**src/rtl/ems_pkg.sv**
```systemverilog
// Package: shared constants, page entry type and page-limit check for the
// expanded memory window translator. Assumes a 7-bit page and 16 KB pages.
package ems_pkg;
    localparam int PAGE_W        = 7;
    localparam int SIZE_W        = 3;
    localparam int SMALL_PAGES   = 32;   // size code 0: 512 KB
    localparam int PAGES_PER_MB  = 64;   // 1 MB / 16 KB
    localparam int LIM_W         = 10;

    typedef struct packed {
        logic              en;
        logic [PAGE_W-1:0] page;
    } page_entry_t;

    // True when the page lies inside the configured expanded memory size.
    function automatic logic page_in_range(logic [PAGE_W-1:0] pg,
                                           logic [SIZE_W-1:0] code);
        logic [LIM_W-1:0] lim;
        lim = (code == '0) ? LIM_W'(SMALL_PAGES)
                           : LIM_W'(code) * LIM_W'(PAGES_PER_MB);
        return LIM_W'(pg) < lim;
    endfunction
endpackage

```
**src/rtl/ems_page_regs.sv**
```systemverilog
// Module: page registers with their I/O decode. Holds one {enable, page}
// entry per window, written at IO_ORG + IO_STEP*B + WIN_IO_STRIDE*i (or +1)
// and read back at the even address. Assumes the window index is carried in
// the top bits of the I/O address. The enable that is seen outside is
// cleared while the page exceeds the configured size.
module ems_page_regs
    import ems_pkg::*;
#(
    parameter int NUM_WIN  = 4,
    parameter int IO_W     = 16,
    parameter int IO_ORG   = 'h208,
    parameter int IO_STEP  = 'h10,
    parameter int SEL_W    = 4
) (
    input  logic                      clk,
    input  logic                      rst_n,
    input  logic                      ems_en,
    input  logic [SEL_W-1:0]          io_sel,
    input  logic [SIZE_W-1:0]         size_code,
    input  logic [IO_W-1:0]           io_addr,
    input  logic                      io_wr,
    input  logic                      io_rd,
    input  logic [7:0]                io_wdata,
    output logic [7:0]                io_rdata,
    output logic                      io_rvalid,
    output logic [NUM_WIN-1:0]        win_en,
    output logic [NUM_WIN*PAGE_W-1:0] win_page
);
    localparam int IDX_W = $clog2(NUM_WIN);
    localparam int LOW_W = IO_W - IDX_W;

    page_entry_t               regs_q [NUM_WIN];
    logic [LOW_W-1:0]          base_low;
    logic                      even_match;
    logic                      pair_match;
    logic [IDX_W-1:0]          idx;
    logic [NUM_WIN-1:0]        wr_sel;
    logic [NUM_WIN-1:0]        valid;

    // Decode the configured I/O base against the low address bits.
    always_comb begin
        base_low   = LOW_W'(IO_ORG) + LOW_W'(IO_STEP) * LOW_W'(io_sel);
        idx        = io_addr[IO_W-1 -: IDX_W];
        even_match = (io_addr[LOW_W-1:0] == base_low);
        pair_match = (io_addr[LOW_W-1:1] == base_low[LOW_W-1:1]);
    end

    genvar gi;
    generate
        for (gi = 0; gi < NUM_WIN; gi++) begin : g_win
            assign wr_sel[gi] = ems_en && io_wr && pair_match && (idx == IDX_W'(gi));
            assign valid[gi]  = page_in_range(regs_q[gi].page, size_code);
            assign win_en[gi] = regs_q[gi].en && valid[gi];
            assign win_page[gi*PAGE_W +: PAGE_W] = regs_q[gi].page;

            // Load enable and page on a decoded write; clear on reset.
            always_ff @(posedge clk) begin
                if (!rst_n) begin
                    regs_q[gi] <= '0;
                end else if (wr_sel[gi]) begin
                    regs_q[gi].en   <= io_wdata[7];
                    regs_q[gi].page <= io_wdata[PAGE_W-1:0];
                end
            end

            // a decoded write lands in the addressed register
            p_wr_loads_r3: assert property (@(posedge clk) disable iff (!rst_n)
                wr_sel[gi] |=> (regs_q[gi].page == $past(io_wdata[PAGE_W-1:0])));

            // with the master enable off the register holds
            p_hold_when_off_r7: assert property (@(posedge clk) disable iff (!rst_n)
                !ems_en |=> $stable(regs_q[gi]));

            // coming out of reset the window is disabled
            p_reset_clear_r1: assert property (@(posedge clk) disable iff (!rst_n)
                $rose(rst_n) |-> !win_en[gi]);
        end
    endgenerate

    // Read port: even address of the selected window only.
    always_comb begin
        io_rvalid = ems_en && io_rd && even_match;
        io_rdata  = '0;
        for (int i = 0; i < NUM_WIN; i++) begin
            if (idx == IDX_W'(i)) io_rdata = {win_en[i], regs_q[i].page};
        end
    end

    // at most one window register is written per cycle
    p_wr_onehot_r2: assert property (@(posedge clk) disable iff (!rst_n)
        $onehot0(wr_sel));
endmodule

```
**src/rtl/ems_xlate.sv**
```systemverilog
// Module: window hit detection and address translation. Compares the 16 KB
// block number of the access with the frame and forms
// {extension, page, offset} for a hit. Assumes FRAME_ORG is 16 KB aligned.
module ems_xlate
    import ems_pkg::*;
#(
    parameter int NUM_WIN   = 4,
    parameter int ADDR_W    = 24,
    parameter int WIN_SH    = 14,
    parameter int EXT_W     = 2,
    parameter int SEL_W     = 4,
    parameter int FRAME_ORG = 'hC0000
) (
    input  logic                      clk,
    input  logic                      rst_n,
    input  logic                      ems_en,
    input  logic [SEL_W-1:0]          frame_sel,
    input  logic [NUM_WIN*EXT_W-1:0]  ext_cfg,
    input  logic [NUM_WIN-1:0]        win_en,
    input  logic [NUM_WIN*PAGE_W-1:0] win_page,
    input  logic [ADDR_W-1:0]         mem_addr,
    output logic                      mem_hit,
    output logic [ADDR_W-1:0]         phys_addr
);
    localparam int BLK_W = ADDR_W - WIN_SH;
    localparam int PAD_W = ADDR_W - EXT_W - PAGE_W - WIN_SH;
    localparam logic [BLK_W-1:0] ORG_BLK = BLK_W'(FRAME_ORG >> WIN_SH);

    logic [BLK_W-1:0]   blk;
    logic [BLK_W-1:0]   frame_blk;
    logic [NUM_WIN-1:0] win_hit;

    assign blk       = mem_addr[ADDR_W-1:WIN_SH];
    assign frame_blk = ORG_BLK + BLK_W'(frame_sel);

    genvar gi;
    generate
        for (gi = 0; gi < NUM_WIN; gi++) begin : g_hit
            assign win_hit[gi] = ems_en && win_en[gi] && (blk == frame_blk + BLK_W'(gi));
        end
    endgenerate

    // Select the hitting window and build the DRAM address.
    always_comb begin
        mem_hit   = |win_hit;
        phys_addr = mem_addr;
        for (int i = 0; i < NUM_WIN; i++) begin
            if (win_hit[i]) begin
                phys_addr = {{PAD_W{1'b0}},
                             ext_cfg[(NUM_WIN-1-i)*EXT_W +: EXT_W],
                             win_page[i*PAGE_W +: PAGE_W],
                             mem_addr[WIN_SH-1:0]};
            end
        end
    end

    // one window at most claims an access
    p_one_window_r4: assert property (@(posedge clk) disable iff (!rst_n)
        $onehot0(win_hit));

    // the in-window offset is carried unchanged
    p_offset_kept_r5: assert property (@(posedge clk) disable iff (!rst_n)
        mem_hit |-> (phys_addr[WIN_SH-1:0] == mem_addr[WIN_SH-1:0]));

    // no hit without the master enable
    p_hit_needs_en_r7: assert property (@(posedge clk) disable iff (!rst_n)
        mem_hit |-> ems_en);
endmodule

```
**src/rtl/ems_window_xlate.sv**
```systemverilog
// Module: top of the expanded memory window translator. Splits the mapping
// configuration into frame and I/O base selects and joins the page
// registers to the translator. Memory translation is combinational; page
// registers update on the clock edge after a write.
module ems_window_xlate
    import ems_pkg::*;
#(
    parameter int NUM_WIN   = 4,
    parameter int ADDR_W    = 24,
    parameter int IO_W      = 16,
    parameter int WIN_SH    = 14,
    parameter int EXT_W     = 2,
    parameter int SEL_W     = 4,
    parameter int FRAME_ORG = 'hC0000,
    parameter int IO_ORG    = 'h208,
    parameter int IO_STEP   = 'h10
) (
    input  logic                     clk,
    input  logic                     rst_n,
    input  logic                     cfg_ems_en,
    input  logic [2*SEL_W-1:0]       cfg_map,
    input  logic [NUM_WIN*EXT_W-1:0] cfg_ext,
    input  logic [SIZE_W-1:0]        cfg_size,
    input  logic [IO_W-1:0]          io_addr,
    input  logic                     io_wr,
    input  logic                     io_rd,
    input  logic [7:0]               io_wdata,
    output logic [7:0]               io_rdata,
    output logic                     io_rvalid,
    input  logic [ADDR_W-1:0]        mem_addr,
    output logic                     mem_hit,
    output logic [ADDR_W-1:0]        phys_addr
);
    logic [NUM_WIN-1:0]        win_en;
    logic [NUM_WIN*PAGE_W-1:0] win_page;

    ems_page_regs #(
        .NUM_WIN(NUM_WIN), .IO_W(IO_W), .IO_ORG(IO_ORG),
        .IO_STEP(IO_STEP), .SEL_W(SEL_W)
    ) u_regs (
        .clk(clk), .rst_n(rst_n), .ems_en(cfg_ems_en),
        .io_sel(cfg_map[SEL_W-1:0]), .size_code(cfg_size),
        .io_addr(io_addr), .io_wr(io_wr), .io_rd(io_rd), .io_wdata(io_wdata),
        .io_rdata(io_rdata), .io_rvalid(io_rvalid),
        .win_en(win_en), .win_page(win_page)
    );

    ems_xlate #(
        .NUM_WIN(NUM_WIN), .ADDR_W(ADDR_W), .WIN_SH(WIN_SH),
        .EXT_W(EXT_W), .SEL_W(SEL_W), .FRAME_ORG(FRAME_ORG)
    ) u_xlate (
        .clk(clk), .rst_n(rst_n), .ems_en(cfg_ems_en),
        .frame_sel(cfg_map[2*SEL_W-1:SEL_W]), .ext_cfg(cfg_ext),
        .win_en(win_en), .win_page(win_page),
        .mem_addr(mem_addr), .mem_hit(mem_hit), .phys_addr(phys_addr)
    );

    // a miss leaves the address untouched
    p_pass_through_r8: assert property (@(posedge clk) disable iff (!rst_n)
        !mem_hit |-> (phys_addr == mem_addr));
endmodule

```
**config.mk**
```make
export PLATFORM = sky130hd
export DESIGN_NAME = ems_window_xlate
export DESIGN_NICKNAME = d
export VERILOG_FILES = /design/src/rtl/ems_pkg.sv /design/src/rtl/ems_page_regs.sv /design/src/rtl/ems_xlate.sv /design/src/rtl/ems_window_xlate.sv
export SDC_FILE = /design/constraint.sdc
export NUM_CORES = 1
export LEC_CHECK = 0
export ABC_AREA = 1
export CORE_MARGIN = 5
export CORE_UTILIZATION = 55
export CTS_BUF_LIST = sky130_fd_sc_hd__clkbuf_16
export DETAILED_ROUTE_END_ITERATION = 7
export DONT_BUFFER_PORTS = 1
export MAX_ROUTING_LAYER = met4
export PLACE_DENSITY = 0.7
export RECOVER_POWER = 100
export SLEW_MARGIN = 10
export SYNTH_ARGS = -nofsm -noshare
export SYNTH_HDL_FRONTEND = slang
export SYNTH_HIERARCHICAL = 1
export SYNTH_SLANG_ARGS = --single-unit
```
**constraint.sdc**
```tcl
create_clock -name clk -period 2.7 [get_ports clk]
set_input_delay 0.135 -clock clk [delete_from_list [all_inputs] [get_ports clk]]
set_output_delay 0.135 -clock clk [all_outputs]
set_load 0.03 [all_outputs]
```
* Word level (Yosys, flattened, before mapping)
Memories as Yosys holds them, arrays and structs flattened.
Cells that the tools add are included.
Widths: inputs -> output; s select.
** Storage, ports and cells
- Register bits :: 0
- RAM bits :: 32
- Bits of input ports :: 72
- Memories :: 1
** Memories
- u_regs.regs_q :: depth 4, width 8, rd ports 4, clocked after memory_dff 0, write ports 4, RTL line ems_page_regs.sv:32 : page_entry_t regs_q [NUM_WIN];
** Cells by class
- $add $sub $neg :: 5
- $lt $le $gt $ge :: 4
- Equality and inequality tests :: 9
- Muxes and demuxes :: 30
- Bitwise gates (word level) :: 8
- Reduce and logical (&&, ||, !) cells :: 23
** Operator list (number)
- $mux 24 :: 4
- $eq 10x10->1 :: 4
- $mux 8 :: 4
- $lt 7x10->1 :: 3
- $mux 7 :: 4
- $add 10x2->10 const B :: 2
- $logic_and 1x1->1 :: 20
- $mux 1 :: 17
- $eq 14x14->1 :: 1
- $eq 13x13->1 :: 1
- $add 10x8->11 const A :: 1
- $add 10x1->10 const B :: 1
- $lt 7x9->1 :: 1
- $mux 9 :: 1
- $or 1x1->1 :: 8
- $add 6x4->7 const A :: 1
- $eq 2x2->1 const B :: 2
- $reduce_or 4->1 :: 1
- $logic_not 3->1 :: 1
- $eq 2x1->1 const B :: 1
- $logic_not 2->1 :: 1

* Depth between registers and ports, before layout
- Depth after elaboration :: 10
- Mapped depth :: 17
- Gate-level depth less buffers :: 17

* By module
The synthesis kept the hierarchy.
** Modules (own cells, without submodules)
- ems_page_regs :: times used 1, cells an instance 227, area each 1996.9 sq um
- ems_xlate :: times used 1, cells an instance 247, area each 1244.9 sq um

* Worst setup path after synthesis
OpenSTA, ideal clock, no wires.
- Kind :: register to output
- Start point :: mem u_regs/regs_q[1][6] (netlist bit)
- End point :: out phys_addr[20]
- Data arrival time :: 1967 ps
- Slack :: 598 ps
- Stages on the path, launching flop included :: 12
- Path buffers :: 0
- Cells stage by stage :: edfxtp_1 ha_1 nand2_1 nor2_1 nand2_1 and3_1 nand3_1 nor2_1 nand3_1 nand2_1 nand3_1 a21oi_1
** RTL lines
- start: declaration :: RTL line ems_page_regs.sv:32
- end: declaration :: RTL line ems_window_xlate.sv:32 : output logic [ADDR_W-1:0] phys_addr

==> summary.md <==
| Metric | Value |
|---|---|
| Crit. End Element | `output port` |
| Final Hold Fails | `0` |
| Max reg flops | `32` |
| Critical path type | `register to output port` |
| H-tree depth | `2` |
| Setup TNS | `0 ns` |
| Post-layout nets | `520` |
| Crit path DAT | `2.42 ns` |
| Number of buffers added on ports | `0` |
| Share of cells above drive strength 1 | `0.102` |
| Number of synthesized register bits | `32` |
| Detailed Route WL | `7950 um` |
| Synth unique cells | `38` |
| First-pass GRT wire length | `13000 um` |
| Area of the core | `5820 um2` |
| Biggest regs | `u_regs/regs_q: 32 flops` |
| Hold crit path type | `input port to register` |
| DRT Pass-1 Iters | `4` |
| Pre-CTS setup slack | `0.315 ns` |
| Clk buf depth | `2` |
| Final min period | `2.55 ns` |
| Width of the die | `86.8 um` |
| GRT Resource Usage Total | `0.224` |
| CP max FO | `5` |
| Worst setup path start | `u_regs/regs_q[0][6]` |
| Antenna diodes | `0` |
| WL/cell | `15.4 um` |
| Post-route ant nets | `0` |
| Die Area | `7530 um2` |
| Outcome | `completed` |
| Largest net degree at the start of global routing | `14` |
| VDD IR max | `518 uV` |
| DP Cell Count | `506` |
| Clock root cell | `clkbuf_16` |
| I/O Pins | `106` |
| CTS clk-pin slew, worst paths | `0.05 ns` |
| Overflow after GRT | `0` |
| Final instance area | `3150 um2` |
| Vias | `2766` |
| RSZ-0062 raised after global routing | `yes` |
| Area delta synth->final | `-2.97%` |
| Slew Limit Fails | `0` |
| Final hold slack | `0.127 ns` |
| Vias in the first global route | `2726` |
| Top-area cell type share of the netlist area | `0.296` |
| Sequential-to-total area share from yosys stat | `0.296` |
| Synthesized instance count | `474` |
| Via density | `5.37` |
| Cell taking the most area after synthesis | `edfxtp_1` |
| Fin crit share | `0.945` |
| CP required | `2.57 ns` |
| Initial drt markers | `147` |
| Final HPWL DP | `6550 um` |
| Mean Syn Cell Area | `6.84 um2` |
| Worst hold start | `io_wdata[0]` |
| TritonCTS clock tree | `yes` |
| # DRC | `0` |
| Placed cell areas | `3020 um2` |
| Starting Density | `0.557` |
| Commonest non-fill, non-tap cell in the layout | `nand2_1` |
| Main area contributors after synthesis | `edfxtp_1 30%, nand2_1 16%, buf_4 9.7%` |
| # setup viols final | `0` |
| Die height | `86.8 um` |
| Most flop-heavy register | `u_regs/regs_q` |
| Final non-filler cell total | `515` |
| PD cells | `472 nW/um2` |
| Filler cells | `599` |
| Lkg Pwr | `1.44 nW` |
| Post-layout util | `0.541` |
| Total power | `1.48 mW` |
| Antenna violations before repair | `0` |
| RD Place Congestion | `0.937` |
| CP Launch Type | `register` |
| Cts hold-fix bufs | `0` |
| Fmax | `392 MHz` |
| Total of max-cap violations | `0` |
| Relative max-transition margin | `0.507` |
| Post-Syn Nets | `555` |
| # clock sinks | `32` |
| Most frequent cells in the layout | `138 x nand2_1, 66 x nor2_1, 53 x inv_1` |
| # rows | `28` |
| Synth Cell Area | `3240 um2` |
| Slew of the pin with the lowest slew margin | `0.739 ns` |
| CTS Buf Count | `5` |
| Yosys warns | `6` |
| Setup slack after layout | `0.149 ns` |
-- cell usage after synthesis (all sizes together) --
library cell    n
clkinv          2
clkbuf          1
nand3b          2
nor4            1
o2111ai         1
nand2         148
buf            44
or2             1
nor3            3
nand3          44
nand4          21
xor2            4
nor3b           2
and3            2
edfxtp         32
o211ai          1
xnor2           2
ha              9
a21oi           4
a21boi          1
nor2           75
inv            60
o21ai          14
-- layout make-up --
type,instances,area [um2],area share
multi-input cells,335,1670,0.532
flip-flops and latches,32,961,0.305
clock buffers,5,125,0.0398
well taps,75,93.8,0.0298
inverters,62,233,0.0740
repair buffers,3,16.3,0.00517
clock inverters,3,42.5,0.0135
-- final timing paths --
check | slack, ns | to | cells after the start
worst max-delay path | 0.15 | phys_addr[21] | 15
worst min-delay path | 0.13 | u_regs/regs_q[2][0] | 2
-- critical path: stages (launching register included) --
cell      delay, ns
edfxtp_1       0.42
ha_1           0.31
nand2_1        0.06
nor2_1         0.04
nand2_1        0.06
and3_1         0.19
nand2_1        0.06
nor2_1         0.10
nand2_1        0.11
nor2_4         0.15
nand2_1        0.13
inv_1          0.14
nand2_1        0.06
nand3_1        0.06
o21ai_1        0.08
nand3_2        0.17
-- power by group --
part	switching (mW)	internal (mW)
logic	0.190	0.0730
registers	0.0195	0.572
clock network	0.198	0.432
total	0.407	1.08
-- metal layers --
metal  part of all wire  up-vias  GRT usage
met1               0.41     1259      0.263
met2               0.52       83      0.394
li1                   -     1416          -
met3              0.060        8     0.0428
met5                  0        -          -
met4             0.0089        0     0.0567
-- repair_timing --
action                                  in CTS  in global routing
endpoints found under the hold margin        0                  0
buffers inserted                             0                  1
endpoints found under the setup margin       0                  8
gates resized for setup                      0                  7
-- cells by family (layout without fill, tap and decap cells) --
logic type	Yosys count	count (layout)	share of synthesized area
xor+xnor	6	6	0.0185
buf+inv	107	73	0.175
compound gates	21	21	0.0363
simple gates	299	299	0.439
flops	32	32	0.296
fa+ha+maj	9	9	0.0347
Note: power is estimated with default switching activity, not from simulation.
